[src/rtl/timer_pkg.sv]
package timer_pkg;
  localparam int NDIG      = 3;
  localparam int DIG_W     = 4;
  localparam int BCD_W     = NDIG * DIG_W;
  localparam int TB_W      = 2;
  localparam int NUM_BASES = 1 << TB_W;
  localparam int CNT_W     = 10;
  localparam int MODE_W    = 3;
  localparam int PRESET_W  = 16;

  typedef enum logic [MODE_W-1:0] {
    MODE_PULSE = 3'd0,
    MODE_EXT   = 3'd1,
    MODE_ONDLY = 3'd2,
    MODE_LATCH = 3'd3,
    MODE_OFFD  = 3'd4
  } modeT;

  // Strobes from control to datapath
  typedef struct packed {
    logic load;
    logic dec;
    logic clear;
  } strobeT;
endpackage

[src/rtl/tmr_tick_gen.sv]
module tmr_tick_gen #(
  parameter int CLK_HZ    = 50_000_000,
  parameter int BASE_HZ   = 100,
  parameter int NUM_BASES = 4
) (
  input  logic                 clk,
  input  logic                 rstN,
  output logic [NUM_BASES-1:0] ticks
);
  localparam int BASE_DIV = (CLK_HZ / BASE_HZ < 1) ? 1 : CLK_HZ / BASE_HZ;
  localparam int DIV_W    = (BASE_DIV > 1) ? $clog2(BASE_DIV) : 1;

  logic [DIV_W-1:0] divCnt;
  logic             baseTick;
  logic [3:0]       decCnt [1:NUM_BASES-1];

  assign baseTick = (divCnt == DIV_W'(BASE_DIV - 1));

  always_ff @(posedge clk or negedge rstN) begin
    if (!rstN)         divCnt <= '0;
    else if (baseTick) divCnt <= '0;
    else               divCnt <= divCnt + 1'b1;
  end

  // Each slower base is the carry-out of a decade stage
  always_comb begin
    logic carry;
    carry    = baseTick;
    ticks[0] = baseTick;
    for (int g = 1; g < NUM_BASES; g++) begin
      carry    = carry & (decCnt[g] == 4'd9);
      ticks[g] = carry;
    end
  end

  for (genvar g = 1; g < NUM_BASES; g++) begin : gDecade
    always_ff @(posedge clk or negedge rstN) begin
      if (!rstN)             decCnt[g] <= '0;
      else if (ticks[g-1])   decCnt[g] <= (decCnt[g] == 4'd9) ? 4'd0 : decCnt[g] + 4'd1;
    end
  end
endmodule

[src/rtl/tmr_datapath.sv]
module tmr_datapath
  import timer_pkg::*;
(
  input  logic                      clk,
  input  logic                      rstN,
  input  strobeT                    strobe,
  input  logic [TB_W+BCD_W-1:0]     presetLow,
  output logic [CNT_W-1:0]          remainBin,
  output logic [BCD_W-1:0]          remainDigits,
  output logic [TB_W-1:0]           tbSel,
  output logic                      countLast
);
  function automatic logic [BCD_W-1:0] bcdDecrement(input logic [BCD_W-1:0] v);
    logic [BCD_W-1:0] r;
    logic borrow;
    r = v;
    borrow = 1'b1;
    for (int i = 0; i < NDIG; i++) begin
      if (borrow) begin
        if (r[i*DIG_W +: DIG_W] == '0) r[i*DIG_W +: DIG_W] = DIG_W'(9);
        else begin
          r[i*DIG_W +: DIG_W] = r[i*DIG_W +: DIG_W] - 1'b1;
          borrow = 1'b0;
        end
      end
    end
    return r;
  endfunction

  function automatic logic [CNT_W-1:0] bcdToBin(input logic [BCD_W-1:0] v);
    logic [CNT_W-1:0] acc;
    acc = '0;
    for (int i = NDIG - 1; i >= 0; i--)
      acc = CNT_W'(acc * 10) + CNT_W'(v[i*DIG_W +: DIG_W]);
    return acc;
  endfunction

  logic [BCD_W-1:0] loadDigits;
  assign loadDigits = presetLow[BCD_W-1:0];

  always_ff @(posedge clk or negedge rstN) begin
    if (!rstN) begin
      remainBin    <= '0;
      remainDigits <= '0;
      tbSel        <= '0;
    end else if (strobe.clear) begin
      remainBin    <= '0;
      remainDigits <= '0;
      tbSel        <= '0;
    end else if (strobe.load) begin
      remainBin    <= bcdToBin(loadDigits);
      remainDigits <= loadDigits;
      tbSel        <= presetLow[TB_W+BCD_W-1:BCD_W];
    end else if (strobe.dec && remainBin != '0) begin
      remainBin    <= remainBin - 1'b1;
      remainDigits <= bcdDecrement(remainDigits);
    end
  end

  assign countLast = (remainBin <= CNT_W'(1));
endmodule

[src/rtl/tmr_control.sv]
module tmr_control
  import timer_pkg::*;
(
  input  logic              clk,
  input  logic              rstN,
  input  logic              startIn,
  input  logic              clearIn,
  input  logic              releaseIn,
  input  logic [MODE_W-1:0] modeSel,
  input  logic              tickHit,
  input  logic              countLast,
  output strobeT            strobe,
  output logic              outQ
);
  logic startPrev, releasePrev, running;
  logic startRise, startFall, releaseRise, restart, step;
  logic qNext, runNext;

  always_comb begin
    startRise   = startIn & ~startPrev;
    startFall   = ~startIn & startPrev;
    releaseRise = releaseIn & ~releasePrev;
    restart     = startRise | (releaseRise & startIn & running);
    step        = running & tickHit;
    qNext       = outQ;
    runNext     = running;
    strobe      = '0;
    if (clearIn) begin
      strobe.clear = 1'b1;
      qNext        = 1'b0;
      runNext      = 1'b0;
    end else begin
      case (modeT'(modeSel))
        MODE_PULSE: begin
          if (restart) begin
            strobe.load = 1'b1; runNext = 1'b1; qNext = 1'b1;
          end else if (!startIn) begin
            runNext = 1'b0; qNext = 1'b0;
          end else if (step) begin
            strobe.dec = 1'b1;
            if (countLast) begin runNext = 1'b0; qNext = 1'b0; end
          end
        end
        MODE_EXT: begin
          if (restart) begin
            strobe.load = 1'b1; runNext = 1'b1; qNext = 1'b1;
          end else if (step) begin
            strobe.dec = 1'b1;
            if (countLast) begin runNext = 1'b0; qNext = 1'b0; end
          end
        end
        MODE_ONDLY: begin
          if (restart) begin
            strobe.load = 1'b1; runNext = 1'b1; qNext = 1'b0;
          end else if (!startIn) begin
            runNext = 1'b0; qNext = 1'b0;
          end else if (step) begin
            strobe.dec = 1'b1;
            if (countLast) begin runNext = 1'b0; qNext = 1'b1; end
          end
        end
        MODE_LATCH: begin
          if (restart) begin
            strobe.load = 1'b1; runNext = 1'b1;
          end else if (step) begin
            strobe.dec = 1'b1;
            if (countLast) begin runNext = 1'b0; qNext = 1'b1; end
          end
        end
        MODE_OFFD: begin
          if (startRise) begin
            runNext = 1'b0; qNext = 1'b1;
          end else if (startFall && outQ) begin
            strobe.load = 1'b1; runNext = 1'b1;
          end else if (step) begin
            strobe.dec = 1'b1;
            if (countLast) begin runNext = 1'b0; qNext = 1'b0; end
          end
        end
        default: begin
          runNext = 1'b0; qNext = 1'b0;
        end
      endcase
    end
  end

  always_ff @(posedge clk or negedge rstN) begin
    if (!rstN) begin
      startPrev   <= 1'b0;
      releasePrev <= 1'b0;
      running     <= 1'b0;
      outQ        <= 1'b0;
    end else begin
      startPrev   <= startIn;
      releasePrev <= releaseIn;
      running     <= runNext;
      outQ        <= qNext;
    end
  end
endmodule

[src/rtl/tmr_cell.sv]
module tmr_cell
  import timer_pkg::*;
#(
  parameter int CLK_HZ = 50_000_000
) (
  input  logic                clk,
  input  logic                rstN,
  input  logic                startIn,
  input  logic                clearIn,
  input  logic                releaseIn,
  input  logic [MODE_W-1:0]   modeSel,
  input  logic [PRESET_W-1:0] presetWord,
  output logic                outQ,
  output logic [CNT_W-1:0]    remainBin,
  output logic [PRESET_W-1:0] remainBcd
);
  logic [NUM_BASES-1:0] ticks;
  logic [TB_W-1:0]      tbSel;
  logic [BCD_W-1:0]     remainDigits;
  logic                 countLast;
  logic                 tickHit;
  strobeT               strobe;
  logic                 unusedPresetHi;

  assign unusedPresetHi = ^presetWord[PRESET_W-1:TB_W+BCD_W];

  tmr_tick_gen #(.CLK_HZ(CLK_HZ), .BASE_HZ(100), .NUM_BASES(NUM_BASES)) uTick (
    .clk(clk), .rstN(rstN), .ticks(ticks)
  );

  assign tickHit = ticks[tbSel];

  tmr_control uCtrl (
    .clk(clk), .rstN(rstN), .startIn(startIn), .clearIn(clearIn),
    .releaseIn(releaseIn), .modeSel(modeSel), .tickHit(tickHit),
    .countLast(countLast), .strobe(strobe), .outQ(outQ)
  );

  tmr_datapath uData (
    .clk(clk), .rstN(rstN), .strobe(strobe),
    .presetLow(presetWord[TB_W+BCD_W-1:0]),
    .remainBin(remainBin), .remainDigits(remainDigits),
    .tbSel(tbSel), .countLast(countLast)
  );

  assign remainBcd = {{(PRESET_W-TB_W-BCD_W){1'b0}}, tbSel, remainDigits};
endmodule

[config.mk]
export PLATFORM = sky130hd
export DESIGN_NAME = tmr_cell
export DESIGN_NICKNAME = d
export VERILOG_FILES = /design/src/rtl/timer_pkg.sv /design/src/rtl/tmr_tick_gen.sv /design/src/rtl/tmr_datapath.sv /design/src/rtl/tmr_control.sv /design/src/rtl/tmr_cell.sv
export SDC_FILE = /design/constraint.sdc
export NUM_CORES = 1
export LEC_CHECK = 0
export ABC_AREA = 1
export CORE_ASPECT_RATIO = 0.8
export CORE_MARGIN = 3
export CORE_UTILIZATION = 51
export CTS_BUF_LIST = sky130_fd_sc_hd__clkbuf_4
export DETAILED_ROUTE_END_ITERATION = 8
export DONT_BUFFER_PORTS = 1
export GPL_TIMING_DRIVEN = 0
export PLACE_DENSITY = 0.69
export SETUP_SLACK_MARGIN = 0.2
export SLEW_MARGIN = 30
export SYNTH_ARGS = -nofsm -noshare
export SYNTH_HDL_FRONTEND = slang
export SYNTH_SLANG_ARGS = --single-unit
[constraint.sdc]
create_clock -name clk -period 1.9 [get_ports clk]
set_input_delay 0.095 -clock clk [delete_from_list [all_inputs] [get_ports clk]]
set_output_delay 0.095 -clock clk [all_outputs]
set_load 0.01 [all_outputs]
==> metrics.yaml, run 1 <==
status: "finished, violations left"
violations: "negative setup slack"
rsz0062_at_grt: "true"
die_x_um: 107
final.setup.worst_slack_ns: -0.688
synthCells: 550
grt_usage_pct: 26.0
drv_slew: 0
worstPathArrival_ns: 2.92
yosysWarnings: 0
worst_hold_path.num_cells: 4
synth-seq-cells: 59
post_synth_num_cell_types: 49
syn2layout_area_growth_pct: 45.1
antenna_found_initial: 0
diodes: 0
cts_root_buf: "clkbuf_4"
core_area_sq_um: 7670
setup_violations: 40
dp_hpwl_mm: 7.26
crit_required_ns: 2.23
vias: 4420
drc_errors: 0
syn_area_sq_um: 4190
synthTopCellsByCount: "116 x nand2_1, 76 x inv_1, 59 x dfrtp_1"
placed_area_sq_um: 4490
drt_iter0_drc: 385
worstPathMaxFanout: 4
ys_top_cells_by_area: "dfrtp_1 35%, nand2_1 10%, ha_1 7.2%"
ir_worst_vdd_mv: 0.617
total_power_uw: 4810
synth_edf_count: 0
reg2reg_depth: 12
placed_cells: 656
grt_pass1_wl_mm: 19.2
power_density_nw_per_um2: 791
std_cell_rows: 28
critical_path.top_delay_family: "adder cells"
holdCritPathClass: "input port to flip-flop"
path_cells: "ha_4 > ha_4 > fa_2 > and3_4 > xor2_4 > ha_4 > ha_4 > a21oi_2 > nand2_2 > xor2_1 > inv_1 > nand3_2 > o21bai_4 > nand2_1 > nand2_1 > a21oi_2 > o21ai_1"
grt_pass1_vias: 4078
slowest_stage: "fa_2"
worst-path-stages: 17
cts_tree: "done"
clk_pin_slew_ns: 0.11
cts_buffer_depth: 2
yosysMostFrequentCell: "nand2_1"
io_buffers: 0
die_area_sq_um: 9340
initial_core_util_pct: 54.6
dominantRegCellSynth: "dfrtp_1"
overflow: 0
max_slew_margin_pct: 49.6
endpoint_kind: "flip-flop"
setup_tns_ns: -7.52
layout.nets: 706
period_share_pct: 136
pre_cts_ws_ns: -1.35
die_y_um: 87.1
critical_path_buf_inv_count: 1
grt_max_degree: 60
cp-start-kind: "input port"
maxCapViolCount: 0
finalHoldViolations: 0
timing.fmax_mhz: 386
clk-insertion-delay-late_ns: 0.43
cts_made_buffers: 9
drive_gt1_share_pct: 37.9
period_needed_ns: 2.59
pin_count: 51
routed_via_density: 5.79
h-tree-depth: 3
final_cell_area_sq_um: 6080
fill_cells: 446
async_flop_share_pct: 100
fin_cells: 764
cts.sinks: 59
path_class: "input port to flip-flop"
wl_per_cell_um: 18.0
synth_top_cell_area_share_pct: 35.3
skew_ns: 0.0184
drt_pass1_iterations: 8
critical-path-max-stage-delay_ns: 0.57
yosysSeqAreaShare_pct: 35.3
avgSynthCellArea_sq_um: 7.61
drtAntennaViolNets: 0
synth_top_area_cell: "dfrtp_1"
place.gp.congestion: 0.868
p_leak_uw: 0.00285
max_slew.worst_pin.slew_ns: 0.756
cpMostUsedCell: "ha_4"
drt-total-wl_mm: 13.8
## report_power, final
group	internal, uW	switching (uW)	leakage, uW
Clock	559	495	0.0000885
Combinational	946	1140	0.00198
Sequential	1390	278	0.000776
Total	2890	1910	0.00285
## worst paths after layout
kind,from,end,slack [ns]
min reg2reg,uTick.decCnt[0]$_DFFE_PN0N_,uTick.decCnt[0]$_DFFE_PN0N_,0.49
max in group asynchronous,rstN,uTick.divCnt[10]$_DFF_PN0_,1.42
max,presetWord[9],uData.remainBin[9]$_DFFE_PN0P_,-0.69
min in group asynchronous,rstN,uTick.decCnt[2]$_DFFE_PN0N_,0.18
max reg2reg,uTick.decCnt[9]$_DFFE_PN0N_,uData.remainDigits[7]$_DFFE_PN0P_,-0.26
min,presetWord[2],uData.remainDigits[2]$_DFFE_PN0P_,0.01
## metrics by stage
stage	hold WS [ns]	utilization [%]
floorplan	-0.201	-
global placement	-0.199	58.5
detailed placement	-0.199	58.5
CTS	0.0140	72.3
global route	0.0320	79.2
finish	0.0112	79.2
## placed cells by master (no fill, tap or decap), drive strengths merged, types with 7 or more instances in the layout
cell type	Yosys	routed
xor2	23	23
a21oi	16	16
nand2	121	121
o21ai	37	37
nand3	37	37
dfrtp	59	59
dlygate4sd3	0	14
inv	83	82
ha	24	24
nand4	7	7
clkbuf	2	13
nor2	69	69
nor3	13	13
buf	6	84
## timing repair
action | 4_1_cts | 5_1_grt
pin swaps | 41 | 28
hold buffers | 15 | 0
hold endpoints to repair | 72 | 0
setup buffers | 48 | 28
gates cloned | 1 | 0
resized for setup | 83 | 86
endpoints found under the setup margin | 40 | 47
## worst min-delay path, cell delays in order
cell and delay, ns:
inv_1 0.08, o22ai_1 0.10, nand2_1 0.06, o21ai_1 0.05
## sequential cells by signal, indices dropped and copies added (netlist names), 2 cells and up
signal              cells
uData.tbSel             2
uTick.divCnt           19
uData.remainBin        10
uData.remainDigits     12
uTick.decCnt           12
## routing by layer
| layer | global-route usage (%) | vias up | routed length [um] |
|---|---|---|---|
| li1 | - | 1990 | - |
| met1 | 33.1 | 2119 | 5520 |
| met2 | 43.8 | 242 | 6610 |
| met3 | 7.19 | 69 | 1130 |
| met4 | 6.85 | 0 | 529 |
| met5 | 0 | - | 0 |
## kinds of logic after synthesis
family / Yosys count / synth area share, %
buf+inv: 92 / 8.60
simple gates: 261 / 29.3
compound gates: 80 / 11.6
xor+xnor: 29 / 6.07
other cells: 1 / 0.0895
fa+ha+maj: 28 / 9.08
flops: 59 / 35.3
## cell type report
class | instances | area [sq um] | area share [%]
Inverter | 84 | 338 | 5.56
Timing Repair Buffer | 92 | 872 | 14.4
Sequential cell | 59 | 1480 | 24.4
Buffer | 8 | 71.3 | 1.17
Clock buffer | 11 | 82.6 | 1.36
Multi-Input combinational cell | 400 | 3020 | 49.7
Clock inverter | 5 | 77.6 | 1.28
Tap cell | 105 | 131 | 2.16
Note: power is estimated with default switching activity, not from simulation.
==> run 2: changes to the inputs <==
- ABC_AREA: 1 -> default
- PLACE_DENSITY: 0.69 -> 0.66
- clock period: 1.9 -> 3.3 ns (I/O delays scaled with it)
==> run 2 against run 1 <==
- the run now ends clean
- clock-buffer cell count down 1
- first-iteration DRC count down 60%
- power down 54%
- synthesized area down 0.33%
- combinational power down 58%
- cell count down 23%
- cell area down 20%
- clock power down 47%
- non-clock buffer count down 65
- critical path type unchanged
- critical endpoint unchanged
==> metrics.yaml, run 2 <==
ys_top_cells_by_area: "dfrtp_1 35%, ha_1 7.2%, xnor2_1 6.1%"
switching_share_pct: 34.8
setup_tns_ns: 0
pin_count: 51
clk_pin_slew_ns: 0.10
cp-start-kind: "input port"
async_flop_share_pct: 100
final_common_cell: "dfrtp_1"
period_needed_ns: 3.04
syn2layout_area_growth_pct: 16.4
h-tree-depth: 3
power_frac_clock_pct: 25.2
regArea_sq_um: 1480
synth-seq-cells: 59
path_cells: "ha_4 > ha_4 > fa_2 > nand2_1 > nor2_1 > xnor2_1 > ha_1 > ha_4 > o21ai_1 > nor2_1 > nor4_4 > a21o_1 > a211o_1 > a311oi_2"
die_area_sq_um: 9310
layout_common_cells: "59 x dfrtp_1, 48 x nor2_1, 35 x nand2_1"
syn_area_sq_um: 4170
yosysSeqAreaShare_pct: 35.4
cts_made_buffers: 9
power_density_nw_per_um2: 455
finalHoldViolations: 0
std_cell_rows: 28
maxCapViolCount: 0
worstPathArrival_ns: 3.33
holdCritPathClass: "input port to flip-flop"
dominantRegCellSynth: "dfrtp_1"
io_buffers: 0
die_x_um: 107
drt_iter0_drc: 155
ff2ff_setup_slack_ns: 0.58
cts_root_buf: "clkbuf_4"
drt-total-wl_mm: 10.2
fin_util_pct: 63.3
skew_ns: 0.0174
grt_pass1_vias: 3334
wl_per_cell_um: 17.4
top_register: "uTick.divCnt"
ir_worst_vdd_mv: 0.209
status: "complete, no violations"
grt_pass1_wl_mm: 16.8
timing.fmax_mhz: 329
final.setup.worst_slack_ns: 0.257
routed_via_density: 5.96
pre_cts_ws_ns: -0.232
max_slew_margin_pct: 30.4
fill_cells: 642
synthCells: 446
core_area_sq_um: 7670
vias: 3495
synth_top_cell_area_share_pct: 35.4
synth_edf_count: 0
p_int_uw: 1440
worstPathMaxFanout: 4
drt_pass1_iterations: 5
overflow: 0
die_y_um: 86.9
dp_hpwl_mm: 7.58
slowest_stage: "fa_2"
antenna_found_initial: 0
grt_usage_pct: 22.8
drv_slew: 0
synth_top_area_cell: "dfrtp_1"
synthTopCellsByCount: "59 x dfrtp_1, 49 x nor2_1, 35 x nand2_1"
yosysMostFrequentCell: "dfrtp_1"
p_leak_uw: 0.00199
p_seq_share_pct: 35.3
path_class: "input port to flip-flop"
crit_required_ns: 3.58
largest_reg_flops: 19
cts.sinks: 59
clk-insertion-delay-late_ns: 0.39
cts_tree: "done"
drtAntennaViolNets: 0
p_comb_share_pct: 39.4
endpoint_kind: "flip-flop"
yosysWarnings: 0
period_share_pct: 92.2
fin_cells: 586
multi_input_area_sq_um: 2750
post_synth_num_cell_types: 65
diodes: 0
setup_violations: 0
critical-path-max-stage-delay_ns: 0.60
placed_cells: 552
max_slew.worst_pin.slew_ns: 1.04
cts_buffer_depth: 2
rsz0062_at_grt: "false"
drive_gt1_share_pct: 12.5
reg.largest.list: "uTick.divCnt (19), uData.remainDigits (12), uTick.decCnt (12)"
avgSynthCellArea_sq_um: 9.36
grt_max_degree: 60
initial_core_util_pct: 54.4
drc_errors: 0
layout.nets: 530
p_sw_uw: 769
place.gp.congestion: 0.847
cpMostUsedCell: "ha_4"
## run 2: cell count changes after synthesis, moves of 10 or more
cell	previous run	this run
a211oi_1	0	12
nand3_1	37	13
xnor2_1	6	29
o21ai_0	32	13
nand2b_1	0	10
nand2_1	116	35
inv_1	76	16
## run 2: metrics by stage
step	hold WS [ns]	total power [uW]	cell area, sq um
3_5_place_dp	-0.129	1500	4370
3_3_place_gp	-0.129	1490	4370
5_1_grt	0.0508	2350	4860
2_1_floorplan	-0.131	1370	4240
6_report	0.0541	2210	4860
4_1_cts	0.00128	2110	4720
## run 2: layer usage
metal	GRT usage (%)	share of wire [%]	vias up
li1	-	-	1671
met1	34.3	50	1715
met2	32.4	42	99
met3	6.75	7.6	10
met4	5.23	0.89	0
met5	0	0	-
## run 2: final cells by class
class,count,share of cell area [%]
Timing Repair Buffer,20,4.43
Buffer,15,1.65
Clock inverter,4,1.39
Tap cell,105,2.70
Multi-Input combinational cell,357,56.6
Inverter,16,1.24
Sequential cell,59,30.4
Clock buffer,10,1.55
## run 2: worst max-delay path: cells and delay by family
family / cells / cell delay (ns)
AOI/OAI and AO/OA: 4 / 0.82
xor gates and xnor gates: 1 / 0.10
adders and majority gates: 5 / 1.62
and+or+nand+nor: 4 / 0.62
## run 2: timing repair
item,CTS,global route
endpoints found under the hold margin,77,1
gates resized for setup,2,18
hold buffers,18,1
endpoints found under the setup margin,1,3
pin swaps,0,6
setup buffers,0,1
## run 2: final timing paths
kind,start,to,cells past startpoint
min in group asynchronous,rstN,uCtrl.outQ$_DFFE_PN0P_,2
max in group asynchronous,rstN,uData.remainDigits[2]$_DFFE_PN0P_,2
setup reg to reg,uData.remainBin[4]$_DFFE_PN0P_,uData.remainBin[5]$_DFFE_PN0P_,7
hold reg to reg,uTick.divCnt[4]$_DFF_PN0_,uTick.divCnt[4]$_DFF_PN0_,1
setup / recovery,presetWord[9],uData.remainBin[9]$_DFFE_PN0P_,14
hold / removal,modeSel[1],uCtrl.outQ$_DFFE_PN0P_,3
## run 2: cell families after synthesis
kind of cell | share of synthesized area (%)
AND/OR/NAND/NOR | 26.3
AO/OA/AOI/OAI | 14.8
flip-flops | 35.4
XOR/XNOR | 9.44
buffers and inverters | 3.36
adder cells (fa/ha/maj) | 9.11
multiplexers | 1.47
other | 0.0898
## run 2: power by group through the flow
| stage | clock (uW) | sequential [uW] | combinational (uW) |
|---|---|---|---|
| 3_3_place_gp | 0 | 795 | 690 |
| 4_1_cts | 573 | 782 | 756 |
| 5_1_grt | 598 | 786 | 963 |
| 3_5_place_dp | 0 | 796 | 709 |
| 2_1_floorplan | 0 | 785 | 584 |
| 6_report | 558 | 782 | 872 |
